==> src/rtl/txd_dom_guard.sv <==
module txd_dom_guard #(
  parameter int TIMEOUT_CYC = 600000
) (
  input  logic clk,
  input  logic rst_n,
  input  logic txd_i,
  input  logic mode_ok_i,
  input  logic uv_flag_i,
  input  logic ot_flag_i,
  output logic drv_en_o,
  output logic bus_tx_o,
  output logic rx_en_o
);
  localparam int CW = $clog2(TIMEOUT_CYC + 1);
  localparam logic [CW-1:0] LIMIT = CW'(TIMEOUT_CYC);
  localparam logic [CW-1:0] LAST  = CW'(TIMEOUT_CYC - 1);

  logic          txd_q, txd_prev, mute_q;
  logic [CW-1:0] run_cnt;
  logic          rise, hit;

  assign rise = txd_q & ~txd_prev;
  assign hit  = ~txd_q & (run_cnt == LAST);

  always_ff @(posedge clk or negedge rst_n) begin
    if (!rst_n) begin
      txd_q    <= 1'b1;
      txd_prev <= 1'b1;
    end else begin
      txd_q    <= txd_i;
      txd_prev <= txd_q;
    end
  end

  always_ff @(posedge clk or negedge rst_n) begin
    if (!rst_n)              run_cnt <= '0;
    else if (txd_q)          run_cnt <= '0;
    else if (run_cnt != LIMIT) run_cnt <= run_cnt + 1'b1;
  end

  always_ff @(posedge clk or negedge rst_n) begin
    if (!rst_n)      mute_q <= 1'b0;
    else if (rise)   mute_q <= 1'b0;
    else if (hit)    mute_q <= 1'b1;
  end

  assign drv_en_o = mode_ok_i & ~uv_flag_i & ~ot_flag_i & ~mute_q;
  assign bus_tx_o = drv_en_o ? txd_q : 1'b1;
  assign rx_en_o  = mode_ok_i & ~uv_flag_i;

  p_recessive_reset_r1: assert property (@(posedge clk)
    !rst_n |=> bus_tx_o);

  p_mute_on_limit_r3: assert property (@(posedge clk) disable iff (!rst_n)
    hit |=> (!drv_en_o && bus_tx_o));

  p_count_restart_r4: assert property (@(posedge clk) disable iff (!rst_n)
    txd_q |=> (run_cnt == '0));

  p_hold_until_rise_r5: assert property (@(posedge clk) disable iff (!rst_n)
    (mute_q && !rise) |=> mute_q);

  p_release_on_rise_r5: assert property (@(posedge clk) disable iff (!rst_n)
    (mute_q && rise) |=> !mute_q);

  p_ot_silent_r6: assert property (@(posedge clk) disable iff (!rst_n)
    ot_flag_i |-> (!drv_en_o && bus_tx_o));

  p_uv_both_off_r7: assert property (@(posedge clk) disable iff (!rst_n)
    uv_flag_i |-> (!drv_en_o && !rx_en_o));

  p_mode_gate_r8: assert property (@(posedge clk) disable iff (!rst_n)
    !mode_ok_i |-> (!drv_en_o && !rx_en_o && bus_tx_o));
endmodule

==> config.mk <==
export PLATFORM = sky130hd
export DESIGN_NAME = txd_dom_guard
export DESIGN_NICKNAME = d
export VERILOG_FILES = /design/src/rtl/txd_dom_guard.sv
export SDC_FILE = /design/constraint.sdc
export NUM_CORES = 1
export LEC_CHECK = 0
export CAP_MARGIN = 20
export CORE_MARGIN = 1
export CORE_UTILIZATION = 56
export DETAILED_ROUTE_END_ITERATION = 10
export PLACE_DENSITY = 0.83
export SYNTH_ARGS = -nofsm -noshare
export SYNTH_HDL_FRONTEND = slang
export SYNTH_SLANG_ARGS = --single-unit
==> constraint.sdc <==
create_clock -name clk -period 2.08 [get_ports clk]
set_input_delay 0.312 -clock clk [delete_from_list [all_inputs] [get_ports clk]]
set_output_delay 0.312 -clock clk [all_outputs]
set_load 0.01 [all_outputs]
Yosys cells after proc, flatten, opt, wreduce, memory -nomap -nowiden
Index checks and enable logic that the tools add are counted.

Bits in registers: 23. Latch bits: 0. Memory bits (writable): 0. Memory bits (read-only): 0. Input bits: 6. Output and inout port bits: 3. Logic and storage cells: 24. Memories kept: 0.

Add/subtract/negate cells: 1. Multiply operators: 0. Div/mod/pow operators: 0. $lt $le $gt $ge: 0. Eq/ne operators: 2. Shift-type cells: 0. Muxes and demuxes: 5. Bitwise gates (word level): 10. Reductions and logical operators: 2.

Operators with widths (number): 20-bit two-way mux (2); 20-bit by 1-bit adder with 20-bit output, second input constant (1); 20-bit == test, second input constant (1); 20-bit inequality test, second input constant (1); 1-bit bitwise AND (5); 1-bit NOT (5); 2-bit nonzero test (2); 1-bit two-way mux (3).

Depth between registers and ports, before layout
Word-level depth: 5. Depth in mapped cells: 6. Gate-level depth less buffers: 5.

Least setup slack after synthesis
Ideal clock, no wire load.

Path type: register to register. From: register run_cnt[1]. To: register run_cnt[18]. Data arrival time: 1.589 ns. Required time: 1.953 ns. Path slack: 0.364 ns. Cell stages (with the launch flop): 6. Clock period less this slack: 1.716 ns. Path through: dfrtp_1 ha_1 inv_1 nor4_2 nand4_1 mux2_1.

Word-level cells in the longest chain between the ends: 3.

Ends and longest elaborated chain: start: declaration (RTL line 19) `logic [CW-1:0] run_cnt;`; start signal: assignment (RTL line 38) `else if (run_cnt != LIMIT) run_cnt <= run_cnt + 1'b1;`; 20-bit by 1-bit adder with 20-bit output (RTL line 38); 20-bit two-way mux (RTL line 38); 20-bit two-way mux (RTL line 37) `else if (txd_q) run_cnt <= '0;`.

Parallel ways exist; a longest one is shown, timed or not. The select of a mux whose other input is x is not followed. A chain may end at the register's enable or synchronous reset.

Worst setup path in the final report
From: input mode_ok_i. To: output drv_en_o.

Word-level cells in the longest chain between the ends: 3.

Ends and longest elaborated chain: start: declaration (RTL line 7) `input logic mode_ok_i,`; 1-bit bitwise AND (3 in series) (RTL line 47) `assign drv_en_o = mode_ok_i & ~uv_flag_i & ~ot_flag_i & ~mute_q;`; end: declaration (RTL line 10) `output logic drv_en_o,`.

Every way passes these cells.

==> results.py <==
metrics = {
    "worst_setup_path": {
        "worstRegToRegCells": 5,
        "reg2reg_setup_slack_ps": 210,
        "path_cells": "clkdlybuf4s50_1 -> nor2b_2 -> nor3b_4 -> clkdlybuf4s50_1",
        "r2r-start": "run_cnt[0]$_DFFE_PN0P_",
        "worstReg2RegEnd": "run_cnt[18]$_DFFE_PN0P_",
        "cp_common_cell": "clkdlybuf4s50_1",
        "required_ps": 1770,
        "cpPeakStageDelay_ps": 560,
        "cpLargestDelayFamily": "buffers and inverters",
        "start_kind": "primary input",
        "worst-endpoint-arrival_ps": 1710,
        "path_max_fanout": 2,
        "critPathKind": "in -> out",
        "endpoint_kind": "output port",
        "cp_slowest_cell": "clkdlybuf4s50_1",
        "path_buf_inv": 2,
    },
    "synth": {
        "synthCells": 128,
        "yosysWarnings": 0,
        "ys_top_cells_by_count": "dfrtp_1, nor2_1, nand2_1",
        "yosys-top-cells-area": "dfrtp_1, nor2_1, dfstp_2",
        "yosysMostFrequentCell": "dfrtp_1",
        "synth_flop_cell": "dfrtp_1",
        "seq_area_frac_synth_pct": 46.9,
        "netlist_area_mm2": 0.00123,
        "synth-edff-count": 0,
        "ys_types": 37,
        "async_flop_share_pct": 100,
        "synth_area_per_cell_um2": 9.63,
        "synth_top_area_share_pct": 42.6,
        "ys_ff_latch": 23,
        "yosysTopAreaCell": "dfrtp_1",
        "synthesis.nets": 136,
    },
    "route": {
        "route.detailed.drc": 0,
        "vias": 1018,
        "drt_iter0_markers": 33,
        "drt_wl_total_mm": 2.54,
        "routed_via_density": 6.13,
        "wire_per_inst_um": 15.3,
        "ant_nets": 0,
        "drt_pass1_iterations": 4,
    },
    "sta": {
        "clock.fmax_ghz": 0.494,
        "hold-worst-slack_ps": 329,
        "setup_violations": 0,
        "skew_ps": 6.39,
        "setup_tns_ps": 0,
        "hold_viol": 0,
        "finalMaxSlewViolations": 0,
        "period_share_pct": 97.3,
        "setup_slack_ps": 56.6,
        "worst_slew_pin_slew_ps": 325,
        "slew-limit-headroom_pct": 78.1,
        "period_needed_ps": 2020,
    },
    "placement": {
        "portBuffers": 8,
        "dp_hpwl_mm": 1.83,
        "place_congestion": 0.793,
        "place_worst_setup_slack_ps": -98.1,
        "dp_cells": 162,
    },
    "clocking": {
        "cts_tree": "yes",
        "clk_latency_ps": 320,
        "path_clk_slew_ps": 120,
        "ctsHoldBuffers": 0,
        "cts.sinks": 23,
        "cts_resized": 1,
        "postCtsSetupBuffers": 0,
        "clockBufferDepth": 2,
        "cts_buffers": 3,
        "clock-root-buffer": "clkbuf_4",
        "htree_num_levels": 1,
    },
    "die": {
        "initial_core_util_pct": 61.0,
        "die-area_mm2": 0.00239,
        "dieWidth_um": 48.9,
        "core-area_mm2": 0.00202,
        "rows": 16,
        "design.portCount": 9,
        "die_h_um": 48.9,
    },
    "power": {
        "ir_drop_mv": 0.435,
        "powerDensity_mw_per_mm2": 530,
        "total_power_mw": 0.735,
        "leakagePower_nw": 0.555,
    },
    "grt": {
        "grt_pass1_vias": 984,
        "grt_max_degree": 24,
        "antenna_found_initial": 0,
        "gr-usage-all-layers_pct": 24.3,
        "grt_pass1_wl_mm": 4.41,
        "overflow": 0,
    },
    "finish": {
        "final_cells": 166,
        "fin_nets": 148,
        "layout-drive-gt1-share_pct": 12.2,
        "antenna_cells": 0,
        "syn2layout_area_growth_pct": 12.7,
    },
    "outcome": {
        "outcome": "completed",
    },
    "flow_run": {
        "drv_cap": 0,
    },
    "min_path": {
        "min_path_type": "in -> async",
    },
}
-- worst max path at each step --
| stage | start | end | slack (ps) | cells after the start |
|---|---|---|---|---|
| after global routing | mode_ok_i | bus_tx_o | -10 | 5 |
| after CTS | mode_ok_i | drv_en_o | 3 | 4 |
| after global placement | mode_ok_i | drv_en_o | 50 | 4 |
| final | mode_ok_i | drv_en_o | 60 | 4 |
| after floorplan | run_cnt[1]$_DFFE_PN0P_ | run_cnt[18]$_DFFE_PN0P_ | 360 | 5 |
| after detailed placement | mode_ok_i | drv_en_o | -100 | 4 |
-- cell type report --
type	instances	area [um^2]
well taps	27	33.8
clock buffers	4	26.3
repair buffers	12	110
fillers	150	633
flip-flops and latches	23	578
multi-input cells	95	622
inverters	5	18.8
-- cell families after synthesis --
group,after synthesis,share of synthesized area (%)
compound gates,17,8.22
xor+xnor,9,6.40
fa+ha+maj,2,2.03
buf+inv,10,3.76
flops,23,46.9
mux,3,2.64
simple gates,64,30.1
-- metal layers --
metal	part of all wire (%)	GRT usage (%)
met5	0	0
met4	2.8	11.3
met3	4.6	3.74
met2	48	38.7
met1	44	32.7
-- worst register-to-register path: cells and delay by family (launching register included) --
| kind | cells | cell delay [ps] |
|---|---|---|
| flops | 1 | 500 |
| fa+ha+maj | 1 | 270 |
| buf+inv | 1 | 120 |
| mux | 1 | 330 |
| simple gates | 2 | 540 |
-- cells in the final DEF, fill, tap and decap left out, types with 2 or more instances in the layout --
| cell type | instances |
|---|---|
| ha_1 | 2 |
| clkbuf_4 | 3 |
| dfrtp_1 | 21 |
| clkdlybuf4s50_1 | 8 |
| xnor2_1 | 5 |
| o21ai_0 | 4 |
| a31o_1 | 2 |
| or4_1 | 4 |
| or3_1 | 2 |
| nand2_1 | 10 |
| nor4_1 | 3 |
| nand4_1 | 5 |
| nand3_1 | 8 |
| mux2_1 | 2 |
| nor2_1 | 16 |
| nand4_2 | 2 |
| dfstp_2 | 2 |
| xor2_1 | 4 |
| inv_1 | 5 |
| o31ai_1 | 3 |
| a21oi_1 | 7 |
| buf_4 | 4 |
-- stage by stage --
step | area [um^2] | utilization (%)
after floorplan | 1230 | -
after global placement | 1350 | 66.7
after detailed placement | 1350 | 66.7
after CTS | 1380 | 68.3
after global routing | 1390 | 68.7
final | 1390 | 68.7
-- flip-flops by register name, indices dropped and copies added (netlist names) --
name / flops
mute_q: 1
run_cnt: 20
txd_prev: 1
txd_q: 1
-- power by group --
group	leakage [nW]	internal, mW	switching (mW)	total, mW
logic	0.228	0.0281	0.0365	0.0646
clock network	0.0150	0.0750	0.133	0.208
registers	0.312	0.455	0.00731	0.462
total	0.555	0.558	0.177	0.735
Note: power is estimated with default switching activity, not from simulation.
